File: src/rtl/swsmi_pkg.sv
package swsmi_pkg;
  typedef enum logic [1:0] {
    ST_IDLE = 2'd0,
    ST_RUN  = 2'd1,
    ST_DONE = 2'd2
  } swsmi_state_e;

  function automatic int unsigned max4(input int unsigned a, input int unsigned b,
                                       input int unsigned c, input int unsigned d);
    int unsigned m;
    m = a;
    if (b > m) m = b;
    if (c > m) m = c;
    if (d > m) m = d;
    return m;
  endfunction
endpackage

File: src/rtl/swsmi_rate_mux.sv
module swsmi_rate_mux #(
  parameter int unsigned CNT_W   = 4,
  parameter int unsigned TICKS_0 = 3,
  parameter int unsigned TICKS_1 = 5,
  parameter int unsigned TICKS_2 = 8,
  parameter int unsigned TICKS_3 = 12
) (
  input  logic [1:0]       rate_sel,
  output logic [CNT_W-1:0] load_val
);
  localparam int unsigned NUM_RATES = 4;
  localparam int unsigned TBL [NUM_RATES] = '{TICKS_0, TICKS_1, TICKS_2, TICKS_3};

  logic [CNT_W-1:0] tbl_w [NUM_RATES];

  for (genvar g = 0; g < NUM_RATES; g++) begin : g_tbl
    assign tbl_w[g] = CNT_W'(TBL[g]);
  end

  assign load_val = tbl_w[rate_sel];

  always_comb begin
    a_r3_nonzero_count: assert (load_val != '0);
  end
endmodule

File: src/rtl/swsmi_cnt_core.sv
module swsmi_cnt_core
  import swsmi_pkg::*;
#(
  parameter int unsigned CNT_W = 4
) (
  input  logic             clk,
  input  logic             rst,
  input  logic             en,
  input  logic             tick,
  input  logic [CNT_W-1:0] load_val,
  output logic             expire_now,
  output logic             smi_pulse
);
  swsmi_state_e     st;
  logic [CNT_W-1:0] cnt;

  assign expire_now = en && (st == ST_RUN) && tick && (cnt == CNT_W'(1));

  always_ff @(posedge clk) begin
    if (rst) begin
      st        <= ST_IDLE;
      cnt       <= '0;
      smi_pulse <= 1'b0;
    end else begin
      smi_pulse <= expire_now;
      if (!en) begin
        st  <= ST_IDLE;
        cnt <= '0;
      end else begin
        case (st)
          ST_IDLE: begin
            st  <= ST_RUN;
            cnt <= load_val;
          end
          ST_RUN: begin
            if (tick) begin
              if (cnt == CNT_W'(1)) begin
                st  <= ST_DONE;
                cnt <= '0;
              end else begin
                cnt <= cnt - CNT_W'(1);
              end
            end
          end
          default: st <= ST_DONE;
        endcase
      end
    end
  end

  a_r5_single_pulse: assert property (@(posedge clk) disable iff (rst)
    smi_pulse |=> !smi_pulse);
  a_r4_cancel_no_smi: assert property (@(posedge clk) disable iff (rst)
    !en |=> !smi_pulse);
  a_r6_hold_done: assert property (@(posedge clk) disable iff (rst)
    (st == ST_DONE) && en |=> (st == ST_DONE));
  a_r2_run_nonzero: assert property (@(posedge clk) disable iff (rst)
    (st == ST_RUN) |-> (cnt != '0));
  a_r9_count_holds: assert property (@(posedge clk) disable iff (rst)
    (st == ST_RUN) && en && !tick |=> $stable(cnt));
endmodule

File: src/rtl/swsmi_sts_reg.sv
module swsmi_sts_reg (
  input  logic clk,
  input  logic rst,
  input  logic set_i,
  input  logic clr_i,
  output logic sts_o
);
  always_ff @(posedge clk) begin
    if (rst)        sts_o <= 1'b0;
    else if (set_i) sts_o <= 1'b1;
    else if (clr_i) sts_o <= 1'b0;
  end

  a_r7_sticky: assert property (@(posedge clk) disable iff (rst)
    sts_o && !clr_i |=> sts_o);
  a_r8_set_wins: assert property (@(posedge clk) disable iff (rst)
    set_i |=> sts_o);
  a_r7_clear: assert property (@(posedge clk) disable iff (rst)
    clr_i && !set_i |=> !sts_o);
endmodule

File: src/rtl/swsmi_timer.sv
module swsmi_timer
  import swsmi_pkg::*;
#(
  parameter int unsigned TICKS_0 = 3,
  parameter int unsigned TICKS_1 = 5,
  parameter int unsigned TICKS_2 = 8,
  parameter int unsigned TICKS_3 = 12
) (
  input  logic       clk,
  input  logic       rst,
  input  logic       tmr_en,
  input  logic [1:0] rate_sel,
  input  logic       tick,
  input  logic       sts_clr,
  output logic       tmr_sts,
  output logic       smi_req
);
  localparam int unsigned MAX_TICKS = max4(TICKS_0, TICKS_1, TICKS_2, TICKS_3);
  localparam int unsigned CNT_W     = $clog2(MAX_TICKS + 1);

  logic [CNT_W-1:0] load_val;
  logic             expire_now;

  swsmi_rate_mux #(
    .CNT_W(CNT_W), .TICKS_0(TICKS_0), .TICKS_1(TICKS_1),
    .TICKS_2(TICKS_2), .TICKS_3(TICKS_3)
  ) u_mux (
    .rate_sel(rate_sel),
    .load_val(load_val)
  );

  swsmi_cnt_core #(.CNT_W(CNT_W)) u_core (
    .clk       (clk),
    .rst       (rst),
    .en        (tmr_en),
    .tick      (tick),
    .load_val  (load_val),
    .expire_now(expire_now),
    .smi_pulse (smi_req)
  );

  swsmi_sts_reg u_sts (
    .clk  (clk),
    .rst  (rst),
    .set_i(expire_now),
    .clr_i(sts_clr),
    .sts_o(tmr_sts)
  );

  a_r2_smi_with_sts: assert property (@(posedge clk) disable iff (rst)
    smi_req |-> tmr_sts);
endmodule

File: config.mk
export PLATFORM = sky130hd
export DESIGN_NAME = swsmi_timer
export DESIGN_NICKNAME = d
export VERILOG_FILES = /design/src/rtl/swsmi_pkg.sv /design/src/rtl/swsmi_rate_mux.sv /design/src/rtl/swsmi_cnt_core.sv /design/src/rtl/swsmi_sts_reg.sv /design/src/rtl/swsmi_timer.sv
export SDC_FILE = /design/constraint.sdc
export NUM_CORES = 1
export LEC_CHECK = 0
export BUFFER_PORTS_ARGS = -buffer_cell sky130_fd_sc_hd__buf_2
export CAP_MARGIN = 20
export CORE_AREA = 2 2 39 41
export DETAILED_ROUTE_END_ITERATION = 10
export DIE_AREA = 0 0 41 43
export SLEW_MARGIN = 10
export SYNTH_ARGS = -nofsm -noshare
export SYNTH_HDL_FRONTEND = slang
export SYNTH_HIERARCHICAL = 1
export SYNTH_SLANG_ARGS = --single-unit
File: constraint.sdc
create_clock -name clk -period 1.4 [get_ports clk]
set_clock_uncertainty 0.1 [all_clocks]
set_input_delay 0.07 -clock clk [delete_from_list [all_inputs] [get_ports clk]]
set_output_delay 0.07 -clock clk [all_outputs]
set_load 0.01 [all_outputs]
==> key figures <==
Floorplanning
  – Die Footprint: 1760 µm²
  – I/O pins: 9
  – Die extent in y: 43 µm
  – Die X-Extent: 41 µm
  – Site Rows: 14
  – Core ar.: 1380 µm²
  – Initial Util: 0.331

Power
  – Pwr dens: 844 nW/µm²
  – Max VDD drop: 0.410 mV
  – Cell leakage power: 0.243 nW

Timing
  – Fmax: 723 MHz
  – Part of the cycle the worst path needs: 0.988
  – Max-slew violations: 0
  – RSZ-0062 raised after global routing: yes
  – Least-Margin Pin Slew: 330 ps
  – Max-slew headroom: 0.778
  – Hold Violations, Final: 0
  – Post-layout min period: 1380 ps
  – Final Setup Violations: 0

Clock network
  – Clk sinks: 8
  – Latest clock arrival within the worst-skew pair: 250 ps
  – H-tree depth: 1
  – Clock-pin transition on the worst setup and hold timing paths: 50 ps
  – Clock Path Buffers: 2
  – CTS tree: built
  – TritonCTS Buffers: 3
  – Root buffer cell: clkbuf_4

Setup path
  – CP Max Fanout: 4
  – Crit Path Class: register to register
  – R2R depth: 5
  – CP endpoint kind: register
  – Crit start category: register
  – Critical Path RT: 1440 ps
  – CP Data Arrival Time: 1420 ps

Route
  – # DRC: 0
  – Vias/cell: 5.09
  – Vias: 433
  – Detail Route Antenna Nets: 0
  – Drt wl/cell: 14.1 µm
  – Routed wire length: 1200 µm
  – DRT iter0 DRCs: 14
  – Pre-Repair DR Iteration Count: 4

Global route
  – Largest net degree at the start of global routing: 7
  – Grt ovf: 0
  – Vias in the first global route: 439
  – Initial antenna violation count: 0
  – All-Layer GR Usage: 0.162
  – First-pass GRT wire length: 1840 µm

Placed design
  – Routability congestion estimate from global placement: 0.819
  – DP Wirelength: 832 µm
  – I/O Buffers: 8
  – DP Cell Count: 80

Yosys
  – Synth Cell Area: 458 µm²
  – Synthesized net count: 64
  – Post-synthesis instance total: 55
  – Synth warn: 6
  – Register area share after synthesis: 0.350
  – Syn avg cell area: 8.33 µm²
  – Synth Register Bits: 8
  – Post-synthesis compound-gate area fraction: 0.235
  – Synth Area in Simple Gates: 0.246
  – Main combinational cell family by area after synthesis: simple AND/OR/NAND/NOR gates
  – Post-synthesis adder-cell area fraction: 0.0546
  – Xor/xnor share of the synthesized area: 0
  – Distinct cells, synth: 27
  – Multiplexer area fraction after synthesis: 0

Final layout
  – ANT cells: 0
  – Fin util: 0.442
  – Fillcell total: 144
  – # nets final: 80
  – Area growth, synth to finish: 33.6%
  – Non-Filler Instances: 85
  – Layout cells sized above 1: 0.362

Min path
  – Hold path cells: 3
  – HP Class: input pin to register

Outcome
  – Status: complete, no violations

Job
  – Max cap viols: 0
## worst max-delay path, cell delays in order (launching register included)
cell and delay [ps]:
dfxtp_4 370, buf_4 120, inv_1 70, ha_4 270, a31oi_2 90, o221a_2 250
## worst paths after layout
| path | from | endpoint | slack (ps) |
|---|---|---|---|
| min reg2reg | u_sts/sts_o | u_sts/sts_o | 380 |
| max reg2reg | u_core/cnt[0] | u_core/cnt[1] | 20 |
| max | u_core/cnt[0] | u_core/cnt[1] | 20 |
| min | rate_sel[0] | u_core/cnt[2] | 30 |
## cell type report
class                      instances  area, µm²  area share
multi-input combinational         36        282       0.460
sequential                         8        165       0.270
timing repair buffer              14       90.1       0.147
inverter                           8       32.5      0.0532
clock buffer                       3       22.5      0.0368
tap                               16       20.0      0.0327
## logic make-up after synthesis
kind of cell    after synthesis
fa+ha+maj                     2
compound gates               15
flops                         8
simple gates                 19
buf+inv                      11
## placed cells by master (no fill, tap or decap), types with 2 or more instances in the layout
cell           synthesis  layout
clkbuf_4               0       3
dlygate4sd3_1          0       2
inv_1                  7       6
dfxtp_1                8       6
buf_4                  3       4
nor2_1                 5       5
nor2b_1                2       2
nand2b_1               4       4
ha_4                   0       2
a21oi_1                3       3
buf_2                  0       8
o22ai_1                2       2
## through the flow
step	hold slack, ps	TNS, ps	instance area [µm²]	power, mW	setup slack [ps]
after floorplan	32.4	0	458	0.301	46.5
after global placement	155	0	526	0.328	19.1
after detailed placement	166	-20.0	526	0.328	-20.0
after CTS	19.8	0	573	0.515	1.37
after global routing	23.9	-35.8	612	0.554	-35.8
final	29.7	0	612	0.516	17.3
## what timing repair did
action	CTS	global route
hold buffers	2	0
hold endpoints to repair	1	0
gates resized for setup	3	7
pin swaps	1	3
buffers inserted	0	0
endpoints found under the setup margin	3	5
## Yosys cell counts
| cell type | instances | share of area |
|---|---|---|
| dfxtp_1 | 8 | 0.35 |
| or3b_1 | 1 | 0.019 |
| nand2_1 | 1 | 0.0082 |
| a211oi_1 | 1 | 0.016 |
| and2_1 | 1 | 0.014 |
| o221a_2 | 1 | 0.025 |
| o41a_1 | 1 | 0.025 |
| ha_1 | 2 | 0.055 |
| nor2b_1 | 2 | 0.027 |
| nand3_1 | 1 | 0.011 |
| buf_4 | 3 | 0.049 |
| nand2b_1 | 4 | 0.055 |
| inv_1 | 7 | 0.057 |
| inv_2 | 1 | 0.0082 |
| nor4_1 | 1 | 0.014 |
| or4b_1 | 1 | 0.022 |
| a21oi_1 | 3 | 0.033 |
| a21oi_2 | 1 | 0.019 |
| o21ai_0 | 1 | 0.011 |
| a22oi_1 | 1 | 0.016 |
| o22ai_1 | 2 | 0.027 |
| a31oi_1 | 2 | 0.027 |
| a21boi_0 | 1 | 0.016 |
| nand4b_1 | 1 | 0.019 |
| nor2_1 | 5 | 0.041 |
| a32oi_1 | 1 | 0.019 |
| nor3b_1 | 1 | 0.016 |
## power breakdown
| part | internal [mW] | total, mW | switching (mW) |
|---|---|---|---|
| logic | 0.0494 | 0.0951 | 0.0457 |
| registers | 0.236 | 0.248 | 0.0119 |
| clock network | 0.0979 | 0.174 | 0.0756 |
| total | 0.383 | 0.516 | 0.133 |
## metal layers
| layer | part of all wire | up-vias | routed length (µm) | track usage |
|---|---|---|---|---|
| li1 | - | 222 | - | - |
| met2 | 0.53 | 9 | 640 | 0.244 |
| met3 | 0.032 | 4 | 38 | 0.0890 |
| met4 | 0.017 | 0 | 20 | 0.107 |
| met1 | 0.42 | 198 | 498 | 0.162 |
| met5 | 0 | - | 0 | 0 |
## registers in the layout, indices dropped and copies added, names as in the netlist
signal,cells
u_core/cnt,4
u_core/st,2
u_sts/sts_o,1
u_core/smi_pulse,1
Note: power is estimated with default switching activity, not from simulation.
